`src/rtl/qcr_pkg.sv`:
```
package qcr_pkg;
  localparam logic [7:0]  SDB_KIND      = 8'hA1;
  localparam logic [7:0]  SDB_FLAGS     = 8'h40;
  localparam logic [7:0]  STATUS_PASS   = 8'h77;
  localparam logic [15:0] TFD_KEEP      = 16'h0088;
  localparam logic [15:0] TFD_AT_RESET  = 16'h007F;
  localparam int          STATUS_ERR_IX = 0;
  localparam int          TAG_LSB       = 3;

  typedef struct packed {
    logic [31:0] payload;
    logic [7:0]  error;
    logic [7:0]  status;
    logic [7:0]  flags;
    logic [7:0]  kind;
  } sdb_rec_t;
endpackage

```
`src/rtl/qcr_tag_accum.sv`:
```
module qcr_tag_accum #(
  parameter int TAG_W = 5,
  localparam int SLOTS = 1 << TAG_W
) (
  input  logic             clk,
  input  logic             rst_n,
  input  logic             cpl_valid,
  input  logic [TAG_W-1:0] cpl_tag,
  input  logic             flush,
  output logic [SLOTS-1:0] mask_q
);
  logic [SLOTS-1:0] hot;
  logic [SLOTS-1:0] mask_d;

  for (genvar g = 0; g < SLOTS; g++) begin : g_dec
    assign hot[g] = cpl_valid && (cpl_tag == TAG_W'(g));
  end

  // a completion landing with a flush survives into the fresh mask
  always_comb begin
    mask_d = (flush ? '0 : mask_q) | hot;
  end

  always_ff @(posedge clk or negedge rst_n) begin
    if (!rst_n) mask_q <= '0;
    else        mask_q <= mask_d;
  end
endmodule

```
`src/rtl/qcr_record_build.sv`:
```
module qcr_record_build
  import qcr_pkg::*;
#(
  parameter int TAG_W = 5,
  localparam int SLOTS = 1 << TAG_W
) (
  input  logic [SLOTS-1:0] mask,
  input  logic [7:0]       dev_status,
  input  logic [7:0]       dev_error,
  input  logic [15:0]      tfd_old,
  output sdb_rec_t         rec,
  output logic [15:0]      tfd_new,
  output logic             err_seen
);
  logic [7:0] st_m;

  always_comb begin
    st_m                  = dev_status & STATUS_PASS;
    rec.kind              = SDB_KIND;
    rec.flags             = SDB_FLAGS;
    rec.status            = st_m;
    rec.error             = dev_error;
    rec.payload           = '0;
    rec.payload[SLOTS-1:0] = mask;
    tfd_new               = {dev_error, st_m} | (tfd_old & TFD_KEEP);
    err_seen              = st_m[STATUS_ERR_IX];
  end
endmodule

```
`src/rtl/qcr_report_reg.sv`:
```
module qcr_report_reg
  import qcr_pkg::*;
#(
  parameter int TAG_W = 5,
  localparam int SLOTS = 1 << TAG_W
) (
  input  logic             clk,
  input  logic             rst_n,
  input  logic             fire,
  input  sdb_rec_t         rec_in,
  input  logic [15:0]      tfd_in,
  input  logic [SLOTS-1:0] mask_in,
  input  logic             err_in,
  output logic             rec_valid,
  output sdb_rec_t         rec_q,
  output logic [15:0]      tfd_q,
  output logic [SLOTS-1:0] clr_q,
  output logic             tfe_q,
  output logic             sdb_q
);
  logic     valid_d, tfe_d, sdb_d;

  always_comb begin
    valid_d = fire;
    tfe_d   = fire && err_in;
    sdb_d   = fire && !err_in;
  end

  always_ff @(posedge clk or negedge rst_n) begin
    if (!rst_n) begin
      rec_valid <= 1'b0;
      tfe_q     <= 1'b0;
      sdb_q     <= 1'b0;
    end else begin
      rec_valid <= valid_d;
      tfe_q     <= tfe_d;
      sdb_q     <= sdb_d;
    end
  end

  always_ff @(posedge clk or negedge rst_n) begin
    if (!rst_n) begin
      rec_q <= '0;
      tfd_q <= TFD_AT_RESET;
      clr_q <= '0;
    end else if (fire) begin
      rec_q <= rec_in;
      tfd_q <= tfd_in;
      clr_q <= mask_in;
    end
  end
endmodule

```
`src/rtl/qcr_reporter.sv`:
```
module qcr_reporter
  import qcr_pkg::*;
#(
  parameter int TAG_W = 5,
  localparam int SLOTS = 1 << TAG_W
) (
  input  logic             clk,
  input  logic             rst_n,
  input  logic             cpl_valid,
  input  logic [7:0]       cpl_tag_byte,
  input  logic             report_req,
  input  logic [7:0]       dev_status,
  input  logic [7:0]       dev_error,
  input  logic             fis_rx_en,
  input  logic             rx_area_mapped,
  output logic             rec_valid,
  output logic [63:0]      rec_data,
  output logic [15:0]      tfd,
  output logic [SLOTS-1:0] act_clr,
  output logic             irq_tfe,
  output logic             irq_sdb
);
  logic [TAG_W-1:0] tag;
  logic             fire;
  logic [SLOTS-1:0] mask;
  sdb_rec_t         rec_c, rec_r;
  logic [15:0]      tfd_c;
  logic             err_c;

  assign tag  = TAG_W'(cpl_tag_byte >> TAG_LSB);
  assign fire = report_req && fis_rx_en && rx_area_mapped;

  qcr_tag_accum #(.TAG_W(TAG_W)) u_accum (
    .clk(clk), .rst_n(rst_n), .cpl_valid(cpl_valid), .cpl_tag(tag),
    .flush(fire), .mask_q(mask)
  );

  qcr_record_build #(.TAG_W(TAG_W)) u_build (
    .mask(mask), .dev_status(dev_status), .dev_error(dev_error),
    .tfd_old(tfd), .rec(rec_c), .tfd_new(tfd_c), .err_seen(err_c)
  );

  qcr_report_reg #(.TAG_W(TAG_W)) u_reg (
    .clk(clk), .rst_n(rst_n), .fire(fire), .rec_in(rec_c), .tfd_in(tfd_c),
    .mask_in(mask), .err_in(err_c), .rec_valid(rec_valid), .rec_q(rec_r),
    .tfd_q(tfd), .clr_q(act_clr), .tfe_q(irq_tfe), .sdb_q(irq_sdb)
  );

  assign rec_data = rec_r;
endmodule

```
`config.mk`:
```
export PLATFORM = sky130hd
export DESIGN_NAME = qcr_reporter
export DESIGN_NICKNAME = d
export VERILOG_FILES = /design/src/rtl/qcr_pkg.sv /design/src/rtl/qcr_tag_accum.sv /design/src/rtl/qcr_record_build.sv /design/src/rtl/qcr_report_reg.sv /design/src/rtl/qcr_reporter.sv
export SDC_FILE = /design/constraint.sdc
export NUM_CORES = 1
export LEC_CHECK = 0
export ABC_AREA = 1
export BUFFER_PORTS_ARGS = -buffer_cell sky130_fd_sc_hd__buf_2
export CORE_ASPECT_RATIO = 2
export CORE_MARGIN = 5
export CORE_UTILIZATION = 55
export DETAILED_ROUTE_END_ITERATION = 8
export HOLD_SLACK_MARGIN = 0.03
export PLACE_DENSITY = 0.9
export SYNTH_ARGS = -nofsm -noshare
export SYNTH_HDL_FRONTEND = slang
export SYNTH_HIERARCHICAL = 1
export SYNTH_SLANG_ARGS = --single-unit
```
`constraint.sdc`:
```
create_clock -name clk -period 1.1 [get_ports clk]
set_input_delay 0.11 -clock clk [delete_from_list [all_inputs] [get_ports clk]]
set_output_delay 0.11 -clock clk [all_outputs]
set_load 0.1 [all_outputs]
```
==> metrics.md, run 1 <==
| Metric | Value |
|---|---|
| Dpl hpwl | `approximately 12,000 um` |
| Arr. time, crit path | `1.22 ns` |
| Crit share post-route | `121%` |
| CP endpoint kind | `output pin` |
| Pwr Density | `between 2000 and 2500 nW/um^2` |
| Ports | `between 100 and 150` |
| Synth Area per Inst | `approximately 8.8 sq um` |
| Cell family with most CP delay | `flip-flops` |
| Initial antenna violation count | `0` |
| Clk_skew | `0.00672 ns` |
| Row cnt | `55` |
| Smallest setup slack after layout | `-0.235 ns` |
| Synth area leader | `dfrtp_1` |
| Buffers on Ports | `roughly 140` |
| Buffers and inverters on the worst path | `1` |
| Core ar. | `approximately 11,000 sq um` |
| # setup viols final | `between 100 and 150` |
| Lkg Pwr | `about 4.9 nW` |
| Seq cells post-synth | `about 150` |
| Max Root-Sink Buffers | `2` |
| Die area | `between 10,000 and 15,000 sq um` |
| GRT Total Usage | `roughly a third` |
| Rel. slew slack | `between 60 and 70%` |
| Post-route ant nets | `0` |
| Post-Synthesis Cells | `approximately 720` |
| Share of cells above drive strength 1 | `slightly above 40%` |
| CTS Root Cell | `clkbuf_16` |
| Kind of critical path | `flip-flop to output pin` |
| CTS resizes | `0` |
| VDD IR max | `approximately 0.0026 V` |
| Top cells by area, synth | `dfrtp_1, nand2_1, buf_4` |
| Status | `complete, but fails checks` |
| Clock sink count | `roughly 150` |
| Slowest stage cell on the critical path | `dfstp_4` |
| Largest net degree at the start of global routing | `48` |
| Footprint of the multi-input gates | `between 1500 and 2000 sq um` |
| Distinct cell type count after synthesis | `17` |
| Most frequent cells in the layout | `nand2_1, buf_12, dfrtp_2` |
| Crit Path Max Fanout | `2` |
| TritonCTS clock tree | `yes` |
| Wire per inst | `21.4 um` |
| Post-Syn Area | `between 6000 and 7000 sq um` |
| Vias in the first global route | `just under 6,000` |
| RSZ-0062 raised after global routing | `yes` |
| Hold Crit Class | `primary input to flip-flop` |
| Slew at the pin with the worst max-slew slack | `0.541 ns` |
| Synth top area share | `55.3%` |
| First-pass GRT wire length | `between 30,000 and 40,000 um` |
| DRC Markers | `0` |
| Register area | `roughly 3800 sq um` |
| Chip width | `around 86 um` |
| RePlAce Congestion | `approximately 0.86` |
| Final nets | `878` |
| Crit path launch type | `flip-flop` |
| H-tree depth | `4` |
| Critical path data required time | `between 0.9 and 1 ns` |
| CTS clk-pin slew, worst paths | `around 0.060 ns` |
| Initial cell density of the core | `a little under three fifths` |
| Fmax | `approximately 750 MHz` |
| Crit-path max cell delay | `about 0.63 ns` |
| Final core utilization | `roughly 85%` |
| Seq/Total Area, Yosys | `between 50% and 60%` |
| Synth warn | `6` |
| Failing checks | `setup timing` |
| GRT Residual Overflow | `0` |
| Endpoints failing hold | `0` |
| ANT cells | `0` |
| Drt pass-1 iters | `7` |
| CTS buffer count | `17` |
| Vias per inst | `5.52` |
| Area grow syn2layout | `51.0%` |
| WL final | `between 20,000 and 25,000 um` |
| DR iter-0 viols | `between 500 and 600` |
| Filler cell count | `486` |
| Max-cap viol count | `0` |
| Most common cell after layout, fill and taps aside | `nand2_1` |
| Minimum clock period | `~1.3 ns` |
| Vias | `about 5,500` |
| Insertion delay to the later sink of the worst-skew pair | `approximately 0.42 ns` |
| Final slew viol count | `0` |
| Worst path cell trace | `buf_12` |
| Fin Setup TNS | `-4.52 ns` |
| Die H | `roughly 160 um` |
-- layout make-up --
cell class	count	area share, %
clock inverter	13	1.82
multi-input combinational	465	19.2
tap	142	1.86
clock buffer	19	4.74
sequential	147	40.0
inverter	12	0.510
timing repair buffer	205	31.9
-- kinds of logic after synthesis --
family / count (synthesis) / share of synthesized area [%]
buffers and inverters: 123 / 13.8
other: 2 / 0.119
AND/OR/NAND/NOR: 447 / 27.9
flip-flops: 147 / 58.2
-- through the flow --
step	hold WS [ns]	setup WS, ns	total power [mW]	instance area, sq um	instances
final	0.0595	-0.235	21.3	9560	1003
after global routing	0.0800	-0.258	21.8	9560	1003
after CTS	0.0355	-0.250	21.1	9480	992
after detailed placement	0.00293	-0.0533	14.7	8520	920
after global placement	-0.00303	0.0308	14.5	8520	920
after floorplan	-0.186	0.0164	11.6	6530	735
-- registers in the layout, summed over array words and instances, names as in the netlist --
| register | flops |
|---|---|
| u_reg/rec_valid | 1 |
| u_reg/sdb_q | 1 |
| u_reg/clr_q | 32 |
| u_reg/tfe_q | 1 |
| u_accum/mask_q | 32 |
| u_reg/rec_q | 64 |
| u_reg/tfd_q | 16 |
-- timing repair --
item | CTS | global route
cloned | 0 | 0
setup buffers | 25 | 11
hold endpoints to repair | 170 | 0
endpoints found under the setup margin | 115 | 115
hold buffers | 15 | 0
-- power by group --
group	switching [mW]	internal (mW)	leakage, nW	total, mW
Clock	2.47	3.73	0.297	6.20
Combinational	5.40	2.71	2.79	8.11
Sequential	0.782	6.19	1.78	6.97
Total	8.65	12.6	4.87	21.3
-- Yosys cell counts --
master,n
inv_1,3
nor2_2,4
dfstp_2,7
buf_6,11
conb_1,2
nor2_4,5
buf_2,15
clkbuf_1,3
clkinv_2,1
inv_2,7
dfrtp_1,140
nand2_1,406
nand3_1,30
nor2_1,1
inv_4,1
nand2_2,1
buf_4,82
-- worst paths after layout --
| path | slack (ns) | cells past startpoint | startpoint | to |
|---|---|---|---|---|
| max | -0.23 | 1 | u_reg/tfd_q[3] | tfd[3] |
| min | 0.06 | 4 | cpl_tag_byte[7] | u_accum/mask_q[15] |
| max reg2reg | 0.12 | 4 | u_reg/rec_q[38] | u_reg/rec_q[38] |
| min reg2reg | 0.49 | 2 | u_reg/tfd_q[6] | u_reg/tfd_q[6] |
| max in group asynchronous | 0.39 | 3 | rst_n | u_reg/tfd_q[5] |
| min in group asynchronous | 0.12 | 2 | rst_n | u_reg/rec_q[0] |
-- layer usage --
metal	share of wire (%)	GRT usage (%)	wire [um]
met5	0	0	0
met1	32	32.8	6880
met4	6.2	17.4	1330
met3	6.5	6.50	1400
met2	55	58.2	11900
Power figures use the tool's default switching activity.
==> run 2, diff against run 1 <==
CTS_BUF_LIST = sky130_fd_sc_hd__clkbuf_16   (was not set)
SLEW_MARGIN = 20   (was not set)
==> metrics.md, run 2 (synthesis gave the netlist of run 1 again) <==
| Metric | Value |
|---|---|
| Beginning of the critical path | `u_reg/tfd_q[3]` |
| Kind of critical path | `flip-flop to output pin` |
| Vias in the first global route | `about 5,400` |
| TritonCTS clock tree | `yes` |
| Most frequent cells in the layout | `nand2_1, buf_12, dfrtp_2` |
| Share of cells above drive strength 1 | `40.1%` |
| Internal reg-to-reg setup slack | `about 0.17 ns` |
| Slew at the pin with the worst max-slew slack | `0.537 ns` |
| Fmax | `around 740 MHz` |
| Crit Reg-Reg Endpoint | `u_reg/tfd_q[3]` |
| Row cnt | `55` |
| Fin Setup TNS | `-4.20 ns` |
| First-pass GRT wire length | `29,500 um` |
| Clk_skew | `roughly 0.0055 ns` |
| Final slew viol count | `0` |
| Max-cap viol count | `0` |
| Chip width | `about 86 um` |
| Area grow syn2layout | `49.5%` |
| Pwr Density | `roughly 2200 nW/um^2` |
| CTS Root Cell | `clkbuf_16` |
| Most common cell after layout, fill and taps aside | `nand2_1` |
| H-tree depth | `4` |
| # setup viols final | `approximately 110` |
| DRC Markers | `0` |
| Crit path launch type | `flip-flop` |
| Launch point of the worst reg-to-reg path | `u_reg/tfd_q[3]` |
| Max Root-Sink Buffers | `2` |
| Lkg Pwr | `around 4.8 nW` |
| Status | `complete, but fails checks` |
| Vias | `between 5,000 and 6,000` |
| Initial cell density of the core | `56.1%` |
| DR iter-0 viols | `540` |
| GRT Total Usage | `roughly 28%` |
| VDD IR max | `0.00156 V` |
| Crit-path max cell delay | `between 0.6 and 0.7 ns` |
| Initial antenna violation count | `1` |
| Buffers on Ports | `around 140` |
| Final core utilization | `a little over four fifths` |
| Clock sink count | `147` |
| Dpl hpwl | `12,200 um` |
| Rel. slew slack | `64.2%` |
| Final nets | `a little under 900` |
| Crit path depth | `1` |
| Crit Path Max Fanout | `2` |
| RSZ-0062 raised after global routing | `yes` |
| Vias per inst | `between 5 and 6` |
| Flip-flop count of the largest register after layout | `between 60 and 70` |
| Buffers and inverters on the worst path | `1` |
| CTS buffer count | `17` |
| Crit path to | `tfd[3]` |
| Core ar. | `approximately 11,000 sq um` |
| Die area | `roughly 14,000 sq um` |
| Endpoints failing hold | `0` |
| Post-route ant nets | `0` |
| Critical path data required time | `~1 ns` |
| Largest net degree at the start of global routing | `48` |
| GRT Residual Overflow | `0` |
| Failing checks | `setup timing` |
| Slowest stage cell on the critical path | `dfstp_4` |
| Arr. time, crit path | `1.23 ns` |
| Hold depth | `4` |
| RePlAce Congestion | `roughly 0.86` |
| Smallest setup slack after layout | `-0.244 ns` |
| Cell family with most CP delay | `flip-flops` |
| Worst path cell trace | `buf_12` |
| WL final | `19,100 um` |
| Top reg by flops | `u_reg/rec_q` |
| Die H | `roughly 160 um` |
| CTS clk-pin slew, worst paths | `0.06 ns` |
| Crit share post-route | `122%` |
| Hold Crit Class | `primary input to flip-flop` |
| Ports | `about 150` |
| Insertion delay to the later sink of the worst-skew pair | `between 0.4 and 0.5 ns` |
| Filler cell count | `~490` |
| Final Power | `20.8 mW` |
| FF-to-FF path depth | `3` |
| Minimum clock period | `around 1.3 ns` |
| Largest registers | `u_reg/rec_q x64, u_accum/mask_q x32, u_reg/clr_q x32` |
| CP endpoint kind | `output pin` |
| Drt pass-1 iters | `7` |
| Wire per inst | `19.2 um` |
-- run 2: changes by cell type in the layout (fill, tap and decap cells not counted), sizes merged --
cell,before,now
buf,190,180
clkbuf,19,17
diode,0,1
clkinv,5,7
-- run 2: per-layer routing --
| layer | GRT usage (%) | up-vias | part of all wire [%] |
|---|---|---|---|
| li1 | - | 2308 | - |
| met1 | 28.7 | 2576 | 33 |
| met2 | 51.7 | 312 | 56 |
| met3 | 5.48 | 83 | 6.0 |
| met4 | 16.1 | 0 | 5.6 |
| met5 | 0 | - | 0 |
-- run 2: where the power goes --
group / internal (mW) / switching [mW]
clock network: 3.58 / 2.36
logic: 2.65 / 5.29
registers: 6.19 / 0.757
total: 12.4 / 8.42
-- run 2: cell type report --
class	count	area [sq um]	share of cell area, %
clock buffer	17	425	4.49
sequential	147	3820	40.4
antenna	1	2.50	0.0264
tap	142	178	1.88
inverter	12	48.8	0.515
multi-input combinational	465	1840	19.4
timing repair buffer	195	2970	31.4
clock inverter	15	181	1.92
-- run 2: worst min-delay path by stage --
stage	from	endpoint	slack [ns]
2_1_floorplan	rst_n	u_accum/mask_q[0]	-0.19
3_3_place_gp	rst_n	u_reg/rec_q[1]	-0.003
3_5_place_dp	rst_n	u_reg/rec_q[2]	0.003
4_1_cts	cpl_tag_byte[7]	u_accum/mask_q[15]	0.04
5_1_grt	cpl_tag_byte[7]	u_accum/mask_q[3]	0.08
6_report	cpl_tag_byte[7]	u_accum/mask_q[3]	0.06
-- run 2: timing repair --
| item | CTS | global route |
|---|---|---|
| gates cloned | 0 | 0 |
| gates resized for setup | 0 | 0 |
| setup endpoints to repair | 115 | 115 |
| hold buffers | 15 | 0 |
| endpoints found under the hold margin | 170 | 0 |
| setup buffers | 18 | 8 |
-- run 2: per-stage QoR --
step / cell area (sq um) / cells / hold slack (ns) / setup WS (ns)
floorplan: 6530 / 735 / -0.186 / 0.0164
detailed placement: 8520 / 920 / 0.00293 / -0.0533
finish: 9470 / 994 / 0.0602 / -0.244
CTS: 9410 / 985 / 0.0358 / -0.252
global route: 9470 / 994 / 0.0809 / -0.262
global placement: 8520 / 920 / -0.00303 / 0.0308
